[src/rtl/dtap_pkg.sv]
package dtap_pkg;

   typedef enum logic [3:0] {
      TS_TLR    = 4'd0,
      TS_RTI    = 4'd1,
      TS_SELDR  = 4'd2,
      TS_CAPDR  = 4'd3,
      TS_SHDR   = 4'd4,
      TS_EX1DR  = 4'd5,
      TS_PAUDR  = 4'd6,
      TS_EX2DR  = 4'd7,
      TS_UPDDR  = 4'd8,
      TS_SELIR  = 4'd9,
      TS_CAPIR  = 4'd10,
      TS_SHIR   = 4'd11,
      TS_EX1IR  = 4'd12,
      TS_PAUIR  = 4'd13,
      TS_EX2IR  = 4'd14,
      TS_UPDIR  = 4'd15
   } tap_state_e;

   typedef enum logic [1:0] {
      DS_ID   = 2'd0,
      DS_CTRL = 2'd1,
      DS_BUS  = 2'd2,
      DS_BYP  = 2'd3
   } dr_sel_e;

   localparam logic [1:0] REQ_NOP  = 2'd0;
   localparam logic [1:0] REQ_RD   = 2'd1;
   localparam logic [1:0] REQ_RW   = 2'd2;
   localparam logic [1:0] STAT_OK   = 2'd0;
   localparam logic [1:0] STAT_FAIL = 2'd2;

endpackage

[src/rtl/dtap_fsm.sv]
module dtap_fsm
   import dtap_pkg::*;
(
   input  logic       tck,
   input  logic       trst_n,
   input  logic       tms,
   output tap_state_e state
);

   tap_state_e nxt;

   always_comb begin
      nxt = state;
      case (state)
         TS_TLR:   nxt = tms ? TS_TLR   : TS_RTI;
         TS_RTI:   nxt = tms ? TS_SELDR : TS_RTI;
         TS_SELDR: nxt = tms ? TS_SELIR : TS_CAPDR;
         TS_CAPDR: nxt = tms ? TS_EX1DR : TS_SHDR;
         TS_SHDR:  nxt = tms ? TS_EX1DR : TS_SHDR;
         TS_EX1DR: nxt = tms ? TS_UPDDR : TS_PAUDR;
         TS_PAUDR: nxt = tms ? TS_EX2DR : TS_PAUDR;
         TS_EX2DR: nxt = tms ? TS_UPDDR : TS_SHDR;
         TS_UPDDR: nxt = tms ? TS_SELDR : TS_RTI;
         TS_SELIR: nxt = tms ? TS_TLR   : TS_CAPIR;
         TS_CAPIR: nxt = tms ? TS_EX1IR : TS_SHIR;
         TS_SHIR:  nxt = tms ? TS_EX1IR : TS_SHIR;
         TS_EX1IR: nxt = tms ? TS_UPDIR : TS_PAUIR;
         TS_PAUIR: nxt = tms ? TS_EX2IR : TS_PAUIR;
         TS_EX2IR: nxt = tms ? TS_UPDIR : TS_SHIR;
         TS_UPDIR: nxt = tms ? TS_SELDR : TS_RTI;
         default:  nxt = TS_TLR;
      endcase
   end

   always_ff @(posedge tck or negedge trst_n) begin
      if (!trst_n) state <= TS_TLR;
      else         state <= nxt;
   end

endmodule

[src/rtl/dtap_ir.sv]
module dtap_ir
   import dtap_pkg::*;
#(
   parameter int          IR_W       = 5,
   parameter logic [IR_W-1:0] RESET_CODE = 5'h01
) (
   input  logic            tck,
   input  logic            trst_n,
   input  tap_state_e      state,
   input  logic            tdi,
   output logic [IR_W-1:0] ir_q,
   output logic            ir_tdo
);

   localparam logic [IR_W-1:0] CAPTURE_PAT = IR_W'(1);

   logic [IR_W-1:0] ir_sr;

   always_ff @(posedge tck or negedge trst_n) begin
      if (!trst_n) begin
         ir_sr <= '0;
         ir_q  <= RESET_CODE;
      end else begin
         case (state)
            TS_TLR:   ir_q  <= RESET_CODE;
            TS_CAPIR: ir_sr <= CAPTURE_PAT;
            TS_SHIR:  ir_sr <= {tdi, ir_sr[IR_W-1:1]};
            TS_UPDIR: ir_q  <= ir_sr;
            default:  ;
         endcase
      end
   end

   assign ir_tdo = ir_sr[0];

endmodule

[src/rtl/dtap_bus_engine.sv]
module dtap_bus_engine
   import dtap_pkg::*;
#(
   parameter int ABITS = 6,
   parameter int DW    = 32
) (
   input  logic             tck,
   input  logic             trst_n,
   input  logic             go,
   input  logic [1:0]       go_op,
   input  logic [ABITS-1:0] go_addr,
   input  logic [DW-1:0]    go_wdata,
   output logic             busy,
   output logic             done,
   output logic [1:0]       status,
   output logic             rd_good,
   output logic [DW-1:0]    rd_data,
   output logic             req_valid,
   output logic             req_write,
   output logic [ABITS-1:0] req_addr,
   output logic [DW-1:0]    req_wdata,
   input  logic             resp_valid,
   input  logic             resp_ok,
   input  logic [DW-1:0]    resp_rdata
);

   typedef enum logic [1:0] { EN_IDLE, EN_RD, EN_WR } eng_state_e;

   eng_state_e       st;
   logic [1:0]       op_q;
   logic [ABITS-1:0] addr_q;
   logic [DW-1:0]    wdata_q;

   always_ff @(posedge tck or negedge trst_n) begin
      if (!trst_n) begin
         st      <= EN_IDLE;
         op_q    <= REQ_NOP;
         addr_q  <= '0;
         wdata_q <= '0;
         done    <= 1'b0;
         status  <= STAT_FAIL;
         rd_good <= 1'b0;
         rd_data <= '0;
      end else begin
         done <= 1'b0;
         case (st)
            EN_IDLE: begin
               if (go) begin
                  op_q    <= go_op;
                  addr_q  <= go_addr;
                  wdata_q <= go_wdata;
                  rd_good <= 1'b0;
                  if (go_op == REQ_RD || go_op == REQ_RW) begin
                     st <= EN_RD;
                  end else begin
                     done   <= 1'b1;
                     status <= STAT_OK;
                  end
               end
            end
            EN_RD: begin
               if (resp_valid) begin
                  if (resp_ok) begin
                     rd_data <= resp_rdata;
                     rd_good <= 1'b1;
                     if (op_q == REQ_RW) begin
                        st <= EN_WR;
                     end else begin
                        st     <= EN_IDLE;
                        done   <= 1'b1;
                        status <= STAT_OK;
                     end
                  end else begin
                     st     <= EN_IDLE;
                     done   <= 1'b1;
                     status <= STAT_FAIL;
                  end
               end
            end
            EN_WR: begin
               if (resp_valid) begin
                  st     <= EN_IDLE;
                  done   <= 1'b1;
                  status <= resp_ok ? STAT_OK : STAT_FAIL;
               end
            end
            default: st <= EN_IDLE;
         endcase
      end
   end

   assign busy      = (st != EN_IDLE);
   assign req_valid = (st == EN_RD) || (st == EN_WR);
   assign req_write = (st == EN_WR);
   assign req_addr  = addr_q;
   assign req_wdata = wdata_q;

endmodule

[src/rtl/dtap_top.sv]
module dtap_top
   import dtap_pkg::*;
#(
   parameter int          ABITS       = 6,
   parameter int          IR_W        = 5,
   parameter logic [IR_W-1:0] IR_IDCODE = 5'h01,
   parameter logic [IR_W-1:0] IR_CTRL   = 5'h10,
   parameter logic [IR_W-1:0] IR_BUS    = 5'h11,
   parameter logic [3:0]  ID_VERSION  = 4'h1,
   parameter logic [15:0] ID_PART     = 16'hD7A3,
   parameter logic [10:0] ID_MAKER    = 11'h2B5,
   parameter logic [3:0]  XPORT_VER   = 4'd1,
   parameter logic [2:0]  IDLE_HINT   = 3'd0
) (
   input  logic             tck,
   input  logic             trst_n,
   input  logic             tms,
   input  logic             tdi,
   output logic             tdo,
   output logic             dm_req_valid,
   output logic             dm_req_write,
   output logic [ABITS-1:0] dm_req_addr,
   output logic [31:0]      dm_req_wdata,
   input  logic             dm_resp_valid,
   input  logic             dm_resp_ok,
   input  logic [31:0]      dm_resp_rdata
);

   localparam int DW      = 32;
   localparam int BUS_W   = ABITS + DW + 2;
   localparam int DR_W    = (BUS_W > 32) ? BUS_W : 32;
   localparam int LW      = $clog2(DR_W);
   localparam int CTRL_RST_BIT = 16;

   if (ABITS < 1 || ABITS > 63) begin : g_bad_abits
      $error("dtap_top: ABITS must be 1..63");
   end
   if (IR_W < 5) begin : g_bad_irw
      $error("dtap_top: IR_W must hold the 5-bit instruction codes");
   end

   tap_state_e       tap_state;
   logic [IR_W-1:0]  ir_q;
   logic             ir_tdo;

   dtap_fsm u_fsm (
      .tck    (tck),
      .trst_n (trst_n),
      .tms    (tms),
      .state  (tap_state)
   );

   dtap_ir #(.IR_W(IR_W), .RESET_CODE(IR_IDCODE)) u_ir (
      .tck    (tck),
      .trst_n (trst_n),
      .state  (tap_state),
      .tdi    (tdi),
      .ir_q   (ir_q),
      .ir_tdo (ir_tdo)
   );

   // data register selection
   dr_sel_e dr_sel;
   always_comb begin
      if      (ir_q == IR_IDCODE) dr_sel = DS_ID;
      else if (ir_q == IR_CTRL)   dr_sel = DS_CTRL;
      else if (ir_q == IR_BUS)    dr_sel = DS_BUS;
      else                        dr_sel = DS_BYP;
   end

   // stored register state
   logic [1:0]       ctrl_stat;
   logic [ABITS-1:0] bus_addr;
   logic [DW-1:0]    bus_data;
   logic [1:0]       bus_op;

   logic [31:0]      id_word;
   logic [31:0]      ctrl_word;
   logic [BUS_W-1:0] bus_word;

   assign id_word   = {ID_VERSION, ID_PART, ID_MAKER, 1'b1};
   assign ctrl_word = {15'd0, 1'b0, 1'b0, IDLE_HINT, ctrl_stat, 6'(ABITS), XPORT_VER};
   assign bus_word  = {bus_addr, bus_data, bus_op};

   logic [DR_W-1:0] dr_sr;
   logic [DR_W-1:0] dr_cap;
   logic [DR_W-1:0] dr_nxt;
   logic [LW-1:0]   dr_msb;

   always_comb begin
      case (dr_sel)
         DS_ID:   begin dr_cap = DR_W'(id_word);   dr_msb = LW'(31);        end
         DS_CTRL: begin dr_cap = DR_W'(ctrl_word); dr_msb = LW'(31);        end
         DS_BUS:  begin dr_cap = DR_W'(bus_word);  dr_msb = LW'(BUS_W - 1); end
         default: begin dr_cap = '0;               dr_msb = '0;             end
      endcase
   end

   always_comb begin
      dr_nxt         = dr_sr >> 1;
      dr_nxt[dr_msb] = tdi;
   end

   always_ff @(posedge tck or negedge trst_n) begin
      if (!trst_n) begin
         dr_sr <= '0;
      end else if (tap_state == TS_CAPDR) begin
         dr_sr <= dr_cap;
      end else if (tap_state == TS_SHDR) begin
         dr_sr <= dr_nxt;
      end
   end

   // bus access sequencer
   logic             eng_busy;
   logic             eng_done;
   logic [1:0]       eng_status;
   logic             eng_rd_good;
   logic [DW-1:0]    eng_rd_data;
   logic             eng_go;

   assign eng_go = (tap_state == TS_UPDDR) && (dr_sel == DS_BUS) && !eng_busy;

   dtap_bus_engine #(.ABITS(ABITS), .DW(DW)) u_eng (
      .tck        (tck),
      .trst_n     (trst_n),
      .go         (eng_go),
      .go_op      (dr_sr[1:0]),
      .go_addr    (dr_sr[BUS_W-1:DW+2]),
      .go_wdata   (dr_sr[DW+1:2]),
      .busy       (eng_busy),
      .done       (eng_done),
      .status     (eng_status),
      .rd_good    (eng_rd_good),
      .rd_data    (eng_rd_data),
      .req_valid  (dm_req_valid),
      .req_write  (dm_req_write),
      .req_addr   (dm_req_addr),
      .req_wdata  (dm_req_wdata),
      .resp_valid (dm_resp_valid),
      .resp_ok    (dm_resp_ok),
      .resp_rdata (dm_resp_rdata)
   );

   // register updates
   always_ff @(posedge tck or negedge trst_n) begin
      if (!trst_n) begin
         ctrl_stat <= STAT_OK;
         bus_addr  <= '0;
         bus_data  <= '0;
         bus_op    <= STAT_FAIL;
      end else begin
         if (tap_state == TS_UPDDR && dr_sel == DS_CTRL && dr_sr[CTRL_RST_BIT]) begin
            ctrl_stat <= STAT_OK;
         end
         if (eng_go) begin
            bus_addr <= dr_sr[BUS_W-1:DW+2];
            bus_data <= dr_sr[DW+1:2];
         end
         if (eng_done) begin
            bus_op <= eng_status;
            if (eng_rd_good) bus_data <= eng_rd_data;
            if (eng_status == STAT_FAIL) ctrl_stat <= STAT_FAIL;
         end
      end
   end

   assign tdo = (tap_state == TS_SHIR) ? ir_tdo : dr_sr[0];

endmodule

[config.mk]
export PLATFORM = sky130hd
export DESIGN_NAME = dtap_top
export DESIGN_NICKNAME = d
export VERILOG_FILES = /design/src/rtl/dtap_pkg.sv /design/src/rtl/dtap_fsm.sv /design/src/rtl/dtap_ir.sv /design/src/rtl/dtap_bus_engine.sv /design/src/rtl/dtap_top.sv
export SDC_FILE = /design/constraint.sdc
export NUM_CORES = 1
export LEC_CHECK = 0
export BUFFER_PORTS_ARGS = -buffer_cell sky130_fd_sc_hd__buf_2
export CORE_ASPECT_RATIO = 1.75
export CORE_MARGIN = 1
export CORE_UTILIZATION = 23
export DETAILED_ROUTE_END_ITERATION = 7
export PLACE_DENSITY = 0.43
export SETUP_SLACK_MARGIN = 0.02
export SYNTH_ARGS = -nofsm -noshare
export SYNTH_HDL_FRONTEND = slang
export SYNTH_HIERARCHICAL = 1
export SYNTH_SLANG_ARGS = --single-unit
[constraint.sdc]
create_clock -name tck -period 2.5 [get_ports tck]
set_input_delay 0.125 -clock tck [delete_from_list [all_inputs] [get_ports tck]]
set_output_delay 0.125 -clock tck [all_outputs]
set_load 0.01 [all_outputs]
## Word-level counts from Yosys, hierarchy flattened

Cells that the tools add are included.

- Order comparisons: 2
- Equal/unequal tests: 33
- Muxes and demuxes: 58
- Reductions and logical operators: 26

Operators with widths:

| operator | number |
|---|---|
| $pmux W40 S3 | 1 |
| $mux W32 | 3 |
| $mux W40 | 2 |
| $pmux W4 S12 | 1 |
| $mux W2 | 21 |
| $bwmux W40 | 1 |
| $eq A4 B4 Y1 const B | 8 |
| $pmux W5 S2 | 2 |
| $eq A4 B3 Y1 const B | 4 |
| $mux W4 | 4 |
| $mux W1 | 15 |
| $pmux W2 S3 | 2 |
| $pmux W6 S2 | 1 |
| $eq A2 B2 Y1 const B | 5 |
| $eq A5 B5 Y1 const B | 2 |
| $reduce_bool A2 Y1 | 5 |
| $eq A4 B2 Y1 const B | 2 |
| $ne A2 B2 Y1 const B | 4 |
| $reduce_and A4 Y1 | 2 |
| $lt A6 B7 Y1 const B | 1 |
| $demux W1 S6 | 1 |
| $eq A2 B1 Y1 const B | 3 |
| $ge A6 B1 Y1 const B | 1 |
| $mux W3 | 2 |
| 17 further kinds | 26 |

- Register bits: 174
- Output and inout port bits: 41
- Word-level logic and storage cells: 135

## Depth between registers and ports, before layout

- Depth in word-level cells: 14
- Gate-level depth with buffers: 10
- Mapped depth without buffers: 8

## Hierarchy

Netlist, hierarchy kept.

Modules (own cells, without submodules):

| module | times used | cells an instance | area an instance (µm²) | sequential area each (µm²) |
|---|---|---|---|---|
| dtap_top | 1 | 409 | 3926.3 | 2053.2 |
| dtap_bus_engine | 1 | 187 | 3055.4 | 1928.1 |
| dtap_ir | 1 | 46 | 434.2 | 251.5 |
| dtap_fsm | 1 | 37 | 314.1 | 100.1 |

## Worst setup path after synthesis

Ideal clock, no wire load.

- Path kind: flip-flop to flip-flop
- From: register u_eng.st[0]
- To: register u_eng.op_q[0]
- Setup time: 0.125 ns
- Arrival: 2.094 ns
- Required time: 2.375 ns
- Slack: 0.281 ns
- Stages on the path, launching flop included: 11
- Path buffers: 3
- Period minus slack after synthesis: 2.219 ns
- Cell sequence: dfrtp_1 inv_1 ha_1 inv_2 nand4b_1 buf_2 buf_4 inv_1 nand2_1 buf_6 mux2_2

- Longest elaborated chain between the ends: 4
- Elaborated cells between the ends (all ways): 5
- Classes of those cells: reduce/logical: 5

RTL lines:

| item | line | RTL |
|---|---|---|
| start: declaration | dtap_bus_engine.sv:29 | `eng_state_e st;` |
| start signal: assignment | dtap_bus_engine.sv:36 | `st <= EN_IDLE;` |
| start signal: assignment | dtap_bus_engine.sv:54 | `st <= EN_RD;` |
| start signal: assignment | dtap_bus_engine.sv:67 | `st <= EN_WR;` |
| $reduce_bool A2 Y1 | dtap_bus_engine.sv:92 | `assign busy = (st != EN_IDLE);` |
| named net eng_busy | dtap_top.sv:115 | `logic eng_busy;` |
| $logic_not A1 Y1 | dtap_top.sv:122 | `assign eng_go = (tap_state == TS_UPDDR) && (dr_sel == DS_BUS) && !eng_busy;` |
| $logic_and A1 B1 Y1 | dtap_top.sv:122 |  |
| named net eng_go | dtap_top.sv:120 | `logic eng_go;` |
| $reduce_and A2 Y1 (no line) | - |  |
| end signal: assignment | dtap_bus_engine.sv:49 | `op_q <= go_op;` |
| end: declaration | dtap_bus_engine.sv:30 | `logic [1:0] op_q;` |

The timed path passes the listed nets, and every way through them passes these cells.
A chain may end at the register's enable or synchronous reset.

## Worst setup path in the final report

- From: register u_eng.st[0]
- To: register u_eng.wdata_q[20], in the netlist u_eng/req_wdata[20]

- Longest elaborated chain between the ends: 4
- Elaborated cells between the ends (all ways): 5
- Classes of those cells: reduce/logical: 5

RTL lines:

| item | line | RTL |
|---|---|---|
| $reduce_bool A2 Y1 | dtap_bus_engine.sv:92 |  |
| named net eng_busy | dtap_top.sv:115 |  |
| $logic_not A1 Y1 | dtap_top.sv:122 |  |
| $logic_and A1 B1 Y1 | dtap_top.sv:122 |  |
| named net eng_go | dtap_top.sv:120 |  |
| $reduce_and A2 Y1 (no line) | - |  |
| end signal: assignment | dtap_bus_engine.sv:51 | `wdata_q <= go_wdata;` |
| end: declaration | dtap_bus_engine.sv:32 | `logic [DW-1:0] wdata_q;` |

The timed path passes the listed nets, and every way through them passes these cells.

==> Flow_metrics.wiki <==
{| class="wikitable"
! Metric !! Value
|-
| Number of antenna violations at the first check in global routing || 0
|-
| Grt ovf || 0
|-
| Slowest cell on the critical path || dfrtp_1
|-
| Post-synthesis net count || 721
|-
| Last weighted congestion value of the routability-driven placer || 0.720
|-
| Detail-routed via count per cell || 4.60
|-
| Internal power contribution || 7210 uW
|-
| Average detailed-routed wire length per instance || 17.3 um
|-
| Area inside the core boundary || 0.0330 sq mm
|-
| Worst clock skew || 0.0114 ns
|-
| Count of pins over their slew limit || 0
|-
| Main flop type after synthesis || dfrtp_1
|-
| Number of violations reported at the end of detailed-routing iteration 0 || 234
|-
| DRT antenna net count || 0
|-
| Outcome || completed
|-
| Comb pwr share || 34.5%
|-
| Register share of total power || 41.8%
|-
| Final number of hold-violating endpoints || 0
|-
| Post-route fraction of the period consumed by the critical path || 85.1%
|-
| Worst endpoint required time || 2.83 ns
|-
| Die outline height || 245 um
|-
| Cell at the root of the clock tree || clkbuf_16
|-
| Static leakage || 0.00453 uW
|-
| First-pass GRT wire length || 33,400 um
|-
| WHS Path Cells || 3
|-
| Worst hold path type || in -> reg
|-
| Reg2Reg Capture Point || u_eng/req_wdata[20]
|-
| Fmax || 470 MHz
|-
| CTS tree || yes
|-
| Synthesized netlist cell count || 679
|-
| Switching share of power || 37.7%
|-
| Remaining DRCs || 0
|-
| Netlist cell types || 59
|-
| Switching power total || 4370 uW
|-
| Maximum level of the CTS H-tree || 4
|-
| Critical path start-end classification || reg -> reg
|-
| Worst path cell trace || inv_1 -> ha_1 -> inv_2 -> nand4b_1 -> inv_1 -> nand2_2 -> buf_4 -> mux2_2
|-
| Reg-to-reg setup timing slack || 0.37 ns
|-
| Area Growth Syn to Fin || 23.9%
|-
| CTS Hold Buffers Added || 34
|-
| Critical Path Max Stage Delay || 0.40 ns
|-
| Worst setup margin || 0.373 ns
|-
| Number of violations of the max-capacitance limit || 0
|-
| Number of enable-type register cells in the synthesized netlist || 0
|-
| Ys async rst share || 100%
|-
| Worst r2r path cells || 8
|-
| Num Clock Sinks || 173
|-
| Sequential share of the synthesized area || 56.1%
|-
| Maximum fanout along the worst path || 24
|-
| Total clock buffers created by CTS || 17
|-
| Clock period minus final worst setup slack || 2.13 ns
|-
| Crit-path most repeated cell || inv_1
|-
| Number of endpoints failing setup at the final stage || 0
|-
| Pin count of the biggest net entering global routing || 61
|-
| P per Cell Area || 1210 mW/mm^2
|-
| Clk Latency, worst-skew pair || 0.45 ns
|-
| Crit Reg-Reg Startpoint || u_eng/st[0]
|-
| Filler Cells Inserted || 3,455
|-
| Post-CTS setup buffers || 0
|-
| Multi-input logic area || 0.00311 sq mm
|-
| Clock transition at the register clock pins on the worst setup and hold paths after CTS || 0.07 ns
|-
| Worst slack, placed || 0.353 ns
|-
| Number of global-route vias before repair || 5,758
|-
| Via count || 5,540
|-
| Leading cell type by number of instances after synthesis || dfrtp_1
|-
| Post-route setup TNS || 0 ns
|-
| Top cells by count, synth || dfrtp_1 (170), mux2_2 (79), nor2_1 (76)
|-
| Clock share of power || 23.6%
|-
| Share of final-layout standard cells stronger than drive strength 1 || 28.7%
|-
| Peak VDD IR || 0.562 mV
|-
| Drt total wl || 20,800 um
|-
| Worst Hold Path EP || u_ir/ir_sr[4]
|-
| Biggest area contributors in the synthesized netlist || dfrtp_1 (55%), mux2_2 (12%), a21oi_1 (4.9%)
|-
| Worst Path Arrival || 2.46 ns
|-
| Worst Min Path Start || tdi
|-
| Number of optimization iterations in the first detailed-route pass || 6
|-
| GRT Total Usage || 12.8%
|-
| Post-layout nets || 828
|-
| Sort of element at the end of the critical path || register
|-
| Setup repair after global routing missed its margin || false
|-
| Effective utilization at floorplan || 23.4%
|-
| Average cell area after synthesis || 11.4 sq um
|-
| Num ports || 79
|-
| Share of the synthesized area in the top cell type || 55.0%
|-
| Worst slew margin || 45.1%
|-
| Detailed placer's ending HPWL || 13,500 um
|-
| # port buffers || 78
|-
| Number of warnings reported in the yosys synthesis log || 6
|-
| Horizontal die dimension || 141 um
|-
| Synthesized flop and latch total || 173
|-
| Number of antenna cells inserted || 0
|-
| Synthesized area || 0.00773 sq mm
|-
| Std-Cell Rows || 88
|-
| Maximum count of clock buffers along a single path || 2
|-
| Startpoint types || register
|-
| Number of resized instances in the post-cts repair step || 0
|-
| Post-synthesis cell type with the largest combined area || dfrtp_1
|-
| Slew of the pin with the lowest slew margin || 0.824 ns
|-
| Die area || 0.0344 sq mm
|-
| Seq. cell area || 0.00433 sq mm
|}
==> flip-flops by register name, indices dropped and copies added (netlist names), 2 cells and up <==
signal	flops
u_eng/op_q	2
bus_data	32
u_fsm/state	4
ctrl_stat	2
u_eng/st	2
u_eng/rd_data	32
u_ir/ir_q	5
bus_op	2
u_eng/req_addr	6
dr_sr	40
bus_addr	6
u_ir/ir_sr	5
u_eng/req_wdata	32
==> layout make-up <==
| cell class | instances | share of cell area, % |
|---|---|---|
| flip-flops and latches | 173 | 45.2 |
| multi-input cells | 449 | 32.5 |
| repair buffers | 134 | 10.3 |
| well taps | 405 | 5.29 |
| clock buffers | 19 | 4.63 |
| clock inverters | 13 | 1.62 |
| inverters | 11 | 0.431 |
==> logic make-up after synthesis <==
logic type,Yosys count,synth area share [%]
AOI/OAI and AO/OA,154,12.2
muxes,118,16.6
and+or+nand+nor,171,10.4
DFF,173,56.1
adders and majority gates,4,0.647
buffers and inverters,57,3.97
xor gates and xnor gates,1,0.113
other,1,0.0485
==> power by group through the flow <==
stage | Combinational (uW) | Clock (uW) | Sequential, uW
global route | 4470 | 2930 | 5020
CTS | 4070 | 2840 | 4890
finish | 4000 | 2740 | 4840
global placement | 3960 | 0 | 4920
floorplan | 2710 | 0 | 4650
detailed placement | 4020 | 0 | 4930
==> how the worst max path moves through the flow <==
stage                start                   to  slack, ns  cells past startpoint
4_1_cts        u_eng/st[0]  u_eng/req_wdata[20]       0.35                      8
3_3_place_gp   u_eng/st[0]  u_eng/req_wdata[15]       0.39                      8
2_1_floorplan  u_eng/st[0]        u_eng/op_q[0]       0.28                     10
6_report       u_eng/st[0]  u_eng/req_wdata[20]       0.37                      8
3_5_place_dp   u_eng/st[0]  u_eng/req_wdata[20]       0.35                      8
5_1_grt        u_eng/st[0]  u_eng/req_wdata[20]       0.25                      8
==> metrics by stage <==
step	std cells	hold WS [ns]	utilization (%)	cell area (sq um)	power, uW
finish	1204	0.0201	29.0	9580	11600
CTS	1204	0.00884	29.0	9580	11800
global placement	1138	0.149	26.2	8640	8880
detailed placement	1138	0.146	26.2	8640	8960
global route	1204	0.0409	29.0	9580	12400
floorplan	679	-0.171	-	7730	7360
==> routing by layer <==
metal / wire, um / GRT usage, % / vias to the layer above
met5: 0 / 0 / -
met4: 417 / 5.40 / 0
met3: 542 / 2.23 / 25
met2: 11300 / 23.5 / 90
met1: 8470 / 14.3 / 2786
li1: - / - / 2639
==> cells in the final DEF (no fill, tap or decap), types with 4 or more instances in the layout <==
cell type      Yosys  layout
o2111ai_1         14      14
mux2i_1           36      36
dlygate4sd3_1      0      34
nand2_1           40      38
nand3_1           21      21
buf_4              4      15
a31oi_1           22      22
o22ai_1            5       5
buf_2             12      77
buf_12             0       7
a21oi_1           75      75
ha_1               4       4
clkbuf_16          0      17
nor2_1            76      76
a311oi_1           5       5
mux2_2            79      79
inv_8              0       4
dfrtp_1          170     170
o21ai_0           14      14
inv_1             10      10
==> critical path: cells and delay by family, from the launching register on <==
| family | cells | cell delay (ns) |
|---|---|---|
| flip-flops | 1 | 0.40 |
| buffers and inverters | 4 | 0.65 |
| AND/OR/NAND/NOR | 2 | 0.26 |
| adder cells (fa/ha/maj) | 1 | 0.30 |
| multiplexers | 1 | 0.38 |
Power figures use the tool's default switching activity.
